$ cat src/rtl/irq_vec_ctrl.sv
module irq_vec_ctrl #(
  parameter int ADDR_W = 8,
  parameter logic [ADDR_W-1:0] CSR_ADDR = 8'h0B,
  parameter int VEC_W = 8,
  parameter logic [VEC_W-1:0] VEC_EXT = 8'h04,
  parameter logic [VEC_W-1:0] VEC_T0  = 8'h08,
  parameter logic [VEC_W-1:0] VEC_T1  = 8'h0C
) (
  input  logic              clk,
  input  logic              rst_n,
  input  logic              ext_pin,
  input  logic              tmr0_ovf,
  input  logic              tmr1_ovf,
  input  logic              sample_stb,
  input  logic              stack_full,
  input  logic              ret_stb,
  input  logic              reti_stb,
  input  logic [ADDR_W-1:0] bus_addr,
  input  logic              bus_we,
  input  logic [7:0]        bus_wdata,
  output logic [7:0]        bus_rdata,
  output logic              call_req,
  output logic [VEC_W-1:0]  call_vec
);
  localparam int NSRC = 3;

  logic            gie;
  logic [NSRC-1:0] en, flag, hw_set, live, grant;
  logic [2:0]      pin_q;
  logic            ext_fall, wr, take;
  logic [VEC_W-1:0] vec_sel;
  logic            unused_wbit;

  assign unused_wbit = bus_wdata[7];

  // two-flop synchronizer plus one delay stage for edge detection
  always_ff @(posedge clk) begin
    if (!rst_n) pin_q <= 3'b111;
    else        pin_q <= {pin_q[1:0], ext_pin};
  end

  assign ext_fall = pin_q[2] & ~pin_q[1];
  assign hw_set   = {tmr1_ovf, tmr0_ovf, ext_fall};
  assign wr       = bus_we && (bus_addr == CSR_ADDR);
  assign live     = flag & en;
  assign take     = sample_stb & gie & ~stack_full & (|live);

  always_comb begin
    grant   = '0;
    vec_sel = '0;
    if (take) begin
      if (live[0])      begin grant = 3'b001; vec_sel = VEC_EXT; end
      else if (live[1]) begin grant = 3'b010; vec_sel = VEC_T0;  end
      else              begin grant = 3'b100; vec_sel = VEC_T1;  end
    end
  end

  always_ff @(posedge clk) begin
    if (!rst_n) begin
      gie      <= 1'b0;
      en       <= '0;
      flag     <= '0;
      call_req <= 1'b0;
      call_vec <= '0;
    end else begin
      call_req <= take;
      call_vec <= vec_sel;
      if (take)          gie <= 1'b0;
      else if (reti_stb) gie <= 1'b1;
      else if (wr)       gie <= bus_wdata[0];
      if (wr) en <= bus_wdata[3:1];
      for (int i = 0; i < NSRC; i++) begin
        if (hw_set[i])     flag[i] <= 1'b1;
        else if (grant[i]) flag[i] <= 1'b0;
        else if (wr)       flag[i] <= bus_wdata[4+i];
      end
    end
  end

  assign bus_rdata = (bus_addr == CSR_ADDR) ? {1'b0, flag, en, gie} : 8'h00;


  accept_cond_chk: assert property (@(posedge clk) disable iff (!rst_n)
    call_req |-> ($past(sample_stb) && $past(gie) && !$past(stack_full)));


  single_pulse_chk: assert property (@(posedge clk) disable iff (!rst_n)
    call_req |=> !call_req);


  idle_vec_chk: assert property (@(posedge clk) disable iff (!rst_n)
    !call_req |-> (call_vec == '0));


  vec_legal_chk: assert property (@(posedge clk) disable iff (!rst_n)
    call_req |-> (call_vec == VEC_EXT || call_vec == VEC_T0 || call_vec == VEC_T1));


  prio_t0_chk: assert property (@(posedge clk) disable iff (!rst_n)
    (call_req && call_vec == VEC_T0) |-> !$past(flag[0] & en[0]));


  prio_t1_chk: assert property (@(posedge clk) disable iff (!rst_n)
    (call_req && call_vec == VEC_T1) |-> !$past(live[0] | live[1]));


  gie_drop_chk: assert property (@(posedge clk) disable iff (!rst_n)
    call_req |-> !gie);


  reti_set_chk: assert property (@(posedge clk) disable iff (!rst_n)
    (reti_stb && !take) |=> gie);


  flag_hold_chk: assert property (@(posedge clk) disable iff (!rst_n)
    (flag[1] && !wr && !grant[1]) |=> flag[1]);


  hw_wins_chk: assert property (@(posedge clk) disable iff (!rst_n)
    tmr1_ovf |=> flag[2]);
endmodule

$ cat config.mk
export PLATFORM = sky130hd
export DESIGN_NAME = irq_vec_ctrl
export DESIGN_NICKNAME = d
export VERILOG_FILES = /design/src/rtl/irq_vec_ctrl.sv
export SDC_FILE = /design/constraint.sdc
export NUM_CORES = 1
export LEC_CHECK = 0
export BUFFER_PORTS_ARGS = -buffer_cell sky130_fd_sc_hd__buf_2
export CAP_MARGIN = 25
export CELL_PAD_IN_SITES_DETAIL_PLACEMENT = 0
export CELL_PAD_IN_SITES_GLOBAL_PLACEMENT = 1
export CORE_ASPECT_RATIO = 0.75
export CORE_MARGIN = 2
export CORE_UTILIZATION = 30
export DETAILED_ROUTE_END_ITERATION = 10
export MAX_ROUTING_LAYER = met4
export PLACE_DENSITY_LB_ADDON = 0.25
export RECOVER_POWER = 25
export SETUP_SLACK_MARGIN = 0.05
export SLEW_MARGIN = 20
export SYNTH_ARGS = -nofsm -noshare
export SYNTH_HDL_FRONTEND = slang
export SYNTH_SLANG_ARGS = --single-unit
$ cat constraint.sdc
create_clock -name clk -period 2 [get_ports clk]
set_input_delay 0.1 -clock clk [delete_from_list [all_inputs] [get_ports clk]]
set_output_delay 0.1 -clock clk [all_outputs]
set_load 0.01 [all_outputs]
== Yosys cells after proc, flatten, opt, wreduce, memory -nomap -nowiden ==
Cells that the tools add are included.
W data, S select, Z words.

* Logic and storage cells: 45
* Output and inout port bits: 17
* Bits in registers: 19

* Reduce and logical (&&, ||, !) cells: 9
* Mux-type cells: 17
* Bitwise logic cells: 9
* Eq/ne operators: 1

{| class="wikitable"
|+ Operators with widths
! cell !! number
|-
| $mux W3 || 5
|-
| $mux W1 || 11
|-
| $reduce_bool A3 Y1 || 3
|-
| $eq A8 B4 Y1 const B || 1
|-
| $mux W7 || 1
|-
| $reduce_or A3 Y1 || 2
|-
| $and A1 B1 Y1 || 4
|-
| $not A1 Y1 || 4
|-
| $and A3 B3 Y3 || 1
|-
| $reduce_and A2 Y1 || 1
|-
| $reduce_bool A2 Y1 || 1
|-
| $reduce_or A2 Y1 || 1
|-
| $logic_and A1 B1 Y1 || 1
|}

== Logic depth before layout (Yosys ltp) ==
Gate-level depths: netlist of the first run.

* Word-level depth: 6
* Depth in mapped cells: 5
* Mapped depth without buffers: 4

== Least setup slack after synthesis of the first run ==
No wires, ideal clock.

* Path type: in2reg
* Start point: in bus_addr[7]
* End point: reg flag[0]
* Setup slack: 839 ps
* Data arrival time: 1037 ps
* Buffers on the path: 1
* Required time: 1877 ps
* Cell stages on the path: 5
* Cell sequence: nor4b_4 and3_1 buf_6 mux2i_1 o22ai_1

* Longest elaborated chain between the ends: 3

{| class="wikitable"
|+ RTL lines
! item !! RTL line !! text
|-
| from (decl) || 18 || <nowiki>input logic [ADDR_W-1:0] bus_addr,</nowiki>
|-
| $eq A8 B4 Y1 || 44 || <nowiki>assign wr = bus_we && (bus_addr == CSR_ADDR);</nowiki>
|-
| $logic_and A1 B1 Y1 || 44 ||
|-
| $reduce_bool A3 Y1 (no line) || -- ||
|-
| to (signal, indexed assignment) || 75 || <nowiki>else if (wr) flag[i] <= bus_wdata[4+i];</nowiki>
|-
| to (decl) || 28 || <nowiki>logic [NSRC-1:0] en, flag, hw_set, live, grant;</nowiki>
|}

Every way passes these cells.
A chain may end at the register's enable or synchronous reset.

== Final worst setup path of the first run ==
* Start point: reg gie
* End point: reg call_vec[2]

* Longest elaborated chain between the ends: 4

{| class="wikitable"
|+ RTL lines
! item !! RTL line !! text
|-
| from (decl) || 27 || <nowiki>logic gie;</nowiki>
|-
| from (signal assigned) || 70 || <nowiki>else if (wr) gie <= bus_wdata[0];</nowiki>
|-
| $and A1 B1 Y1 (3 in a row) || 46 || <nowiki>assign take = sample_stb & gie & ~stack_full & (|live);</nowiki>
|-
| $reduce_and A2 Y1 (no line) || -- ||
|-
| to (signal assigned) || 67 || <nowiki>call_vec <= vec_sel;</nowiki>
|-
| to (decl) || 23 || <nowiki>output logic [VEC_W-1:0] call_vec</nowiki>
|}

Every way passes these cells.

==> qor.log, run 1 <==
INFO  logic_synthesis seq_area_frac_synth=0.400
INFO  floorplanning  chipHeight=44.3µm
INFO  setup_path     crit-reg2reg-launch=gie
INFO  drt            routed-via-count=575
INFO  setup_path     crit_family=compound AO/OA/AOI/OAI gates
INFO  pwr            finalPower=0.000483W
INFO  logic_synthesis yosysUniqueCellTypes=26
INFO  floorplanning  placeableCoreArea=2030µm²
INFO  sta            fin_hold_ws=53.4ps
INFO  cts            cts-buffers-inserted=3
INFO  grt            total_routing_resource_utilization_after_global_routing=0.125
INFO  drt            drt_iter0_drc=11
INFO  sta            max_freq=0.805GHz
INFO  logic_synthesis synth_area=651µm²
INFO  setup_path     worstPathBufferInverterCount=0
INFO  place          place_hpwl=1150µm
INFO  outcome        run_status=finished, final reports clean
INFO  cts            cts_tree=built
INFO  sta            skew=3.27ps
INFO  sta            setup_total_negative_slack=0ps
INFO  grt            antenna_violations_before_repair=0
INFO  cells_and_area drive_gt1_frac=0.336
INFO  setup_path     worstSetupEndpointType=flip-flop
INFO  setup_path     critical_path_arrival=1440ps
INFO  drt            drt-wirelength-per-cell=10.5µm
INFO  grt            grt_first_pass_wirelength=2340µm
INFO  logic_synthesis syn_inst=71
INFO  logic_synthesis syn_area_per_cell=9.16µm²
INFO  cts            ctsHtreeMaxLevel=1
INFO  setup_path     reg2reg_setup_slack=760ps
INFO  place          placement.cell_area=808µm²
INFO  logic_synthesis yosys_register_bits=13
INFO  floorplanning  die_width=57.8µm
INFO  setup_path     cp.required=2200ps
INFO  setup_path     critical_path.cell_chain=and3b_1, a21boi_0, nand2_1, a31oi_1
INFO  setup_path     max_stage_delay=350ps
INFO  setup_path     rr_endpoint=call_vec[2]
INFO  cts            clock_path_buffers=2
INFO  drt            drc_errors=0
INFO  job            max_cap_violations=0
INFO  grt            global_route.usage.met3=0.0526
INFO  place          routabilityCongestion=0.742
INFO  floorplanning  initial_core_util=0.320
INFO  grt            met2_usage=0.177
INFO  cts            insertion_delay=270ps
INFO  grt            pin_count_of_the_biggest_net_entering_global_routing=14
INFO  sta            slew_viol_final=0
INFO  cells_and_area antenna-diode-count=0
INFO  pwr            pwr_density_cell=574nW/µm²
INFO  grt            grt_overflow_total=0
INFO  cells_and_area fin_nets=134
INFO  drt            drt-pass1-iter-count=4
INFO  sta            layout_worst_path_cycle_share=0.621
INFO  setup_path     critical_path_peak_fanout=4
INFO  sta            post-route-min-period=1240ps
INFO  setup_path     crit_start=gie
INFO  place          port_buffers=33
INFO  floorplanning  dieArea=2560µm²
INFO  cells_and_area relative_area_change_from_synthesis_to_final_layout=29.4%
INFO  setup_path     timing.critical_path.from_type=flip-flop
INFO  cells_and_area layout.core_utilization=0.414
INFO  floorplanning  design.portCount=43
INFO  cts            ctsRootBufferMaster=sky130_fd_sc_hd__clkbuf_4
INFO  cts            worst_setup_hold_path_clk_slew=80ps
INFO  pwr            worst_ir_drop_vdd=386µV
INFO  drt            routed_via_density=4.39
INFO  cts            clock_sink_count=13
INFO  min_path       hp-class=in -> reg
INFO  drt            antenna_violation_net_count_after_detailed_routing=0
INFO  setup_path     r2r_cells=4
INFO  logic_synthesis synthesis.yosys.warnings=0
INFO  grt            globalRoute.busiestLayer=met2
INFO  sta            final_setup_vio_count=0
INFO  sta            hold_violations=0
INFO  pwr            leakage=0.431nW
INFO  drt            finalWirelength=1380µm
INFO  grt            first_global_vias=557
INFO  grt            grt.met1_usage=0.175
INFO  setup_path     cp-endpoint=call_vec[2]
INFO  setup_path     critPathSlowestCell=sky130_fd_sc_hd__dfxtp_1
INFO  setup_path     worst-path-stages=4
INFO  cells_and_area post-route-cell-area=842µm²
INFO  sta            grt_setup_unrepaired=false
INFO  setup_path     critPathKind=reg -> reg
INFO  floorplanning  placement_rows=14
-- cell usage in the layout, fill, tap and decap left out --
cell                            instances
sky130_fd_sc_hd__nor4b_4                1
sky130_fd_sc_hd__nand2_1                5
sky130_fd_sc_hd__nor3_1                 1
sky130_fd_sc_hd__a31oi_1                1
sky130_fd_sc_hd__o21ai_0                1
sky130_fd_sc_hd__a22oi_1                1
sky130_fd_sc_hd__o22ai_1                1
sky130_fd_sc_hd__o211ai_1               1
sky130_fd_sc_hd__mux2i_1                5
sky130_fd_sc_hd__clkbuf_1               3
sky130_fd_sc_hd__and3_1                 8
sky130_fd_sc_hd__dfxtp_1               13
sky130_fd_sc_hd__nor2b_1                3
sky130_fd_sc_hd__nor2_1                 1
sky130_fd_sc_hd__conb_1                 7
sky130_fd_sc_hd__nand3_1                3
sky130_fd_sc_hd__buf_2                 31
sky130_fd_sc_hd__and4bb_1               1
sky130_fd_sc_hd__nand4_1                3
sky130_fd_sc_hd__and3b_1                1
sky130_fd_sc_hd__buf_4                  1
sky130_fd_sc_hd__dlygate4sd3_1          1
sky130_fd_sc_hd__a211oi_1               1
sky130_fd_sc_hd__inv_1                  3
sky130_fd_sc_hd__clkbuf_4               3
sky130_fd_sc_hd__a21oi_1                2
sky130_fd_sc_hd__a21boi_0               1
sky130_fd_sc_hd__nand2b_1               4
-- cells in the mapped netlist --
master                     number  share of area
sky130_fd_sc_hd__nand3_1        3          0.023
sky130_fd_sc_hd__clkbuf_1       1         0.0058
sky130_fd_sc_hd__nand4_1        3          0.029
sky130_fd_sc_hd__mux2i_1        5          0.077
sky130_fd_sc_hd__and3_1         8          0.077
sky130_fd_sc_hd__nand2_1        5          0.029
sky130_fd_sc_hd__a21boi_0       1          0.012
sky130_fd_sc_hd__nand2b_1       4          0.038
sky130_fd_sc_hd__a211oi_1       1          0.012
sky130_fd_sc_hd__nor2_1         1         0.0058
sky130_fd_sc_hd__o211ai_1       1          0.012
sky130_fd_sc_hd__o22ai_1        1         0.0096
sky130_fd_sc_hd__buf_6          1          0.017
sky130_fd_sc_hd__nor2b_1        3          0.029
sky130_fd_sc_hd__a31oi_1        1         0.0096
sky130_fd_sc_hd__a21oi_1        2          0.015
sky130_fd_sc_hd__conb_1         1         0.0058
sky130_fd_sc_hd__dfxtp_1       13           0.40
sky130_fd_sc_hd__and4bb_1       1          0.019
sky130_fd_sc_hd__inv_1          3          0.017
sky130_fd_sc_hd__buf_4          7          0.081
sky130_fd_sc_hd__a22oi_1        1          0.012
sky130_fd_sc_hd__nor3_1         1         0.0077
sky130_fd_sc_hd__o21ai_0        1         0.0077
sky130_fd_sc_hd__nor4b_4        1          0.037
sky130_fd_sc_hd__and3b_1        1          0.013
-- stage by stage --
step	instances	setup WS (ps)
after floorplan	77	839
after global placement	126	586
after detailed placement	126	587
after CTS	131	754
after global routing	131	638
final	131	758
-- routing by layer --
| layer | part of all wire | up-vias |
|---|---|---|
| met5 | 0 | - |
| met4 | 0 | 0 |
| met3 | 0.075 | 0 |
| met1 | 0.52 | 243 |
| met2 | 0.41 | 20 |
| li1 | - | 312 |
-- kinds of logic after synthesis --
kind of cell | after synthesis | share of synthesized area
compound gates | 9 | 0.0885
buf+inv | 12 | 0.121
flops | 13 | 0.400
mux | 5 | 0.0769
other cells | 1 | 0.00576
simple gates | 31 | 0.308
-- power breakdown --
group / switching [W] / leakage (nW) / internal [W] / total, W
clock: 0.0000787 / 0.0150 / 0.0000771 / 0.000156
combinational: 0.0000246 / 0.309 / 0.0000286 / 0.0000532
sequential: 0.00000707 / 0.106 / 0.000267 / 0.000274
-- worst min-delay path by stage --
stage,start,to,cells past startpoint
final,tmr0_ovf,flag[1],3
after global placement,ext_pin,pin_q[0],2
after global routing,tmr1_ovf,flag[2],3
after CTS,tmr0_ovf,flag[1],3
after floorplan,rst_n,pin_q[1],1
after detailed placement,ext_pin,pin_q[0],2
-- tightest hold or removal path, cell delays in order --
cell                       delay (ps)
sky130_fd_sc_hd__buf_2             70
sky130_fd_sc_hd__nand2_1           40
sky130_fd_sc_hd__o211ai_1          70
-- flip-flops by register name (all words and copies together) (netlist names) --
signal    count
pin_q         3
gie           1
call_vec      2
flag          3
en            3
call_req      1
-- cell type report --
class | count | area (µm²)
clock buffers | 4 | 26.3
fillers | 215 | 1190
inverters | 3 | 11.3
multi-input cells | 52 | 334
flip-flops and latches | 13 | 260
well taps | 24 | 30.0
repair buffers | 35 | 180
-- what timing repair did --
item	4_1_cts	5_1_grt
buffers inserted	0	0
endpoints found under the hold margin	1	0
hold buffers	1	0
setup endpoints to repair	0	0
gates resized for setup	0	0
Power figures use the tool's default switching activity.
==> inputs of run 2 (changes only) <==
--- a/config.mk
+++ b/config.mk
@@ -11,7 +11,7 @@
 export CELL_PAD_IN_SITES_GLOBAL_PLACEMENT = 1
 export CORE_ASPECT_RATIO = 0.75
 export CORE_MARGIN = 2
-export CORE_UTILIZATION = 30
+export CORE_UTILIZATION = 25
 export DETAILED_ROUTE_END_ITERATION = 10
 export MAX_ROUTING_LAYER = met4
 export PLACE_DENSITY_LB_ADDON = 0.25
==> constraint.sdc (replaced) <==
create_clock -name clk -period 1 [get_ports clk]
set_input_delay 0.05 -clock clk [delete_from_list [all_inputs] [get_ports clk]]
set_output_delay 0.05 -clock clk [all_outputs]
set_load 0.01 [all_outputs]
==> run 2 against run 1 <==
The flow now finishes with violations (negative setup slack). Global-route usage grew 0.45 points. Die area grew 18%. Cell count grew 22%. Flip-flop and latch count unchanged. Sequential share of layout area shrank 7.3 points. Worst hold slack got worse by 43 ps. Utilization up 6.8 points. Critical endpoint is now call_req. Largest cell class unchanged. Largest power group unchanged.
==> qor.log, run 2 (same netlist as run 1, synthesis figures left out) <==
INFO  sta            setup_total_negative_slack=-574ps [was 0 ps]
INFO  sta            layout_worst_path_cycle_share=1.08 [was 0.621]
INFO  place          port_buffers=33 [unchanged]
INFO  setup_path     cp-endpoint=call_req [was call_vec[2]]
INFO  sta            slew_viol_final=0 [unchanged]
INFO  cts            worst_setup_hold_path_clk_slew=80ps [about the same]
INFO  cts            ctsHtreeMaxLevel=1 [unchanged]
INFO  cts            clock_path_buffers=2 [unchanged]
INFO  cts            insertion_delay=270ps [about the same]
INFO  drt            finalWirelength=1930µm [was 1380 µm]
INFO  place          routabilityCongestion=0.843 [was 0.742]
INFO  sta            final_setup_vio_count=11 [was 0]
INFO  min_path       hp-class=in -> reg [unchanged]
INFO  setup_path     crit_start=gie [unchanged]
INFO  cells_and_area layout_common_cells=27 x sky130_fd_sc_hd__buf_2, 14 x sky130_fd_sc_hd__buf_4, 11 x sky130_fd_sc_hd__buf_6 [was 31 x sky130_fd_sc_hd__buf_2, 13 x sky130_fd_sc_hd__dfxtp_1, 8 x sky130_fd_sc_hd__and3_1]
INFO  cts            cts_tree=built [unchanged]
INFO  pwr            leakage=0.558nW [was 0.431 nW]
INFO  floorplanning  die_width=62.9µm [was 57.8 µm]
INFO  min_path       hold_depth=3 [unchanged]
INFO  cells_and_area top_regs=en x3, flag x3, pin_q x3 [unchanged]
INFO  job            max_cap_violations=0 [unchanged]
INFO  drt            drt-wirelength-per-cell=12.0µm [was 10.5 µm]
INFO  grt            pin_count_of_the_biggest_net_entering_global_routing=14 [unchanged]
INFO  grt            total_routing_resource_utilization_after_global_routing=0.129 [was 0.125]
INFO  setup_path     worstSetupEndpointType=flip-flop [unchanged]
INFO  sta            fin_hold_ws=10.5ps [was 53.4 ps]
INFO  setup_path     r2r_cells=5 [was 4]
INFO  cts            cts-buffers-inserted=3 [unchanged]
INFO  sta            finalWorstSetupSlack=-80.3ps [was 758 ps]
INFO  drt            drc_errors=0 [unchanged]
INFO  cts            clock_sink_count=13 [unchanged]
INFO  sta            hold_violations=0 [unchanged]
INFO  floorplanning  initial_core_util=0.273 [was 0.320]
INFO  grt            antenna_violations_before_repair=0 [unchanged]
INFO  drt            routed-via-count=666 [was 575]
INFO  cells_and_area drive_gt1_frac=0.603 [was 0.336]
INFO  pwr            pwr_density_cell=896nW/µm² [was 574 nW/µm²]
INFO  grt            grt_first_pass_wirelength=2770µm [was 2340 µm]
INFO  setup_path     timing.critical_path.from_type=flip-flop [unchanged]
INFO  floorplanning  chipHeight=48.2µm [was 44.3 µm]
INFO  setup_path     rr_endpoint=call_req [was call_vec[2]]
INFO  cells_and_area relative_area_change_from_synthesis_to_final_layout=76.7% [was 29.4%]
INFO  outcome        run_status=finished with violations [was finished, final reports clean]
INFO  cts            ctsRootBufferMaster=sky130_fd_sc_hd__clkbuf_4 [unchanged]
INFO  pwr            worst_ir_drop_vdd=497µV [was 386 µV]
INFO  cells_and_area antenna-diode-count=0 [unchanged]
INFO  cells_and_area layout_commonest_cell=sky130_fd_sc_hd__buf_2 [unchanged]
INFO  floorplanning  dieArea=3030µm² [was 2560 µm²]
INFO  sta            post-route-min-period=1080ps [was 1240 ps]
INFO  setup_path     critPathKind=reg -> reg [unchanged]
INFO  sta            skew=0.825ps [was 3.27 ps]
INFO  drt            drt_iter0_drc=9 [was 11]
INFO  setup_path     cp.required=1230ps [was 2200 ps]
INFO  drt            drt-pass1-iter-count=4 [unchanged]
INFO  floorplanning  design.portCount=43 [unchanged]
INFO  grt            grt_overflow_total=0 [unchanged]
INFO  setup_path     crit-reg2reg-launch=gie [unchanged]
INFO  setup_path     critical_path_peak_fanout=3 [was 4]
INFO  outcome        violations_in_the_final_reports=negative setup slack
INFO  floorplanning  placement_rows=15 [was 14]
INFO  setup_path     reg2reg_setup_slack=-80ps [was 760 ps]
INFO  sta            grt_setup_unrepaired=true [was false]
INFO  sta            max_freq=0.926GHz [was 0.805 GHz]
INFO  drt            routed_via_density=4.16 [was 4.39]
INFO  grt            first_global_vias=597 [was 557]
INFO  setup_path     critical_path_arrival=1310ps [was 1440 ps]
INFO  floorplanning  placeableCoreArea=2380µm² [was 2030 µm²]
INFO  drt            antenna_violation_net_count_after_detailed_routing=0 [unchanged]
INFO  cells_and_area fin_nets=153 [was 134]
INFO  place          place_hpwl=1350µm [was 1150 µm]
[run 2: worst min path at each step]
stage | from | endpoint | slack (ps)
finish | tmr1_ovf | flag[2] | 10
floorplan | rst_n | pin_q[1] | 120
CTS | tmr1_ovf | flag[2] | 2
detailed placement | ext_pin | pin_q[0] | 240
global placement | ext_pin | pin_q[0] | 230
global route | tmr1_ovf | flag[2] | 20
[run 2: cell type report]
type	instances	area (µm²)
Tap cell	34	42.5
Fill cell	249	1230
Multi-Input combinational cell	52	414
Clock buffer	4	26.3
Inverter	3	11.3
Timing Repair Buffer	54	384
Sequential cell	13	272
[run 2: layer usage]
metal  routed length (µm)  vias to the layer above  GRT usage  part of all wire
met5                    0                        -          -                 0
met3                  135                        3     0.0577             0.070
met2                  944                       24      0.200              0.49
met1                  836                      294      0.158              0.43
li1                     -                      345          -                 -
met4                   10                        0     0.0267            0.0052
[run 2: timing repair]
action	4_1_cts	5_1_grt
endpoints found under the setup margin	14	14
hold endpoints to repair	2	0
hold buffers	2	0
setup buffers	1	3
resized for setup	23	10
pin swaps	5	7
[run 2: power by group]
| part | switching (W) | total [W] | leakage (nW) | internal (W) |
|---|---|---|---|---|
| Sequential | 0.0000115 | 0.000545 | 0.109 | 0.000534 |
| Combinational | 0.0000714 | 0.000162 | 0.434 | 0.0000910 |
| Clock | 0.000168 | 0.000323 | 0.0150 | 0.000155 |
| Total | 0.000251 | 0.00103 | 0.558 | 0.000780 |
[run 2: worst max-delay path, cell delays in order (launching register included)]
cell and delay (ps):
sky130_fd_sc_hd__dfxtp_2 320, sky130_fd_sc_hd__and3b_2 210, sky130_fd_sc_hd__a21boi_4 200, sky130_fd_sc_hd__nand2_2 110, sky130_fd_sc_hd__buf_4 150, sky130_fd_sc_hd__inv_1 30
[run 2: through the flow]
| stage | total power, W | cells | setup slack, ps | cell area (µm²) | utilization |
|---|---|---|---|---|---|
| floorplan | 0.000627 | 77 | -99.9 | 683 | - |
| detailed placement | 0.000688 | 150 | -188 | 936 | 0.393 |
| finish | 0.00103 | 160 | -80.3 | 1150 | 0.482 |
| global route | 0.00109 | 160 | -137 | 1150 | 0.482 |
| CTS | 0.00104 | 157 | -111 | 1080 | 0.453 |
| global placement | 0.000686 | 150 | -158 | 936 | 0.393 |
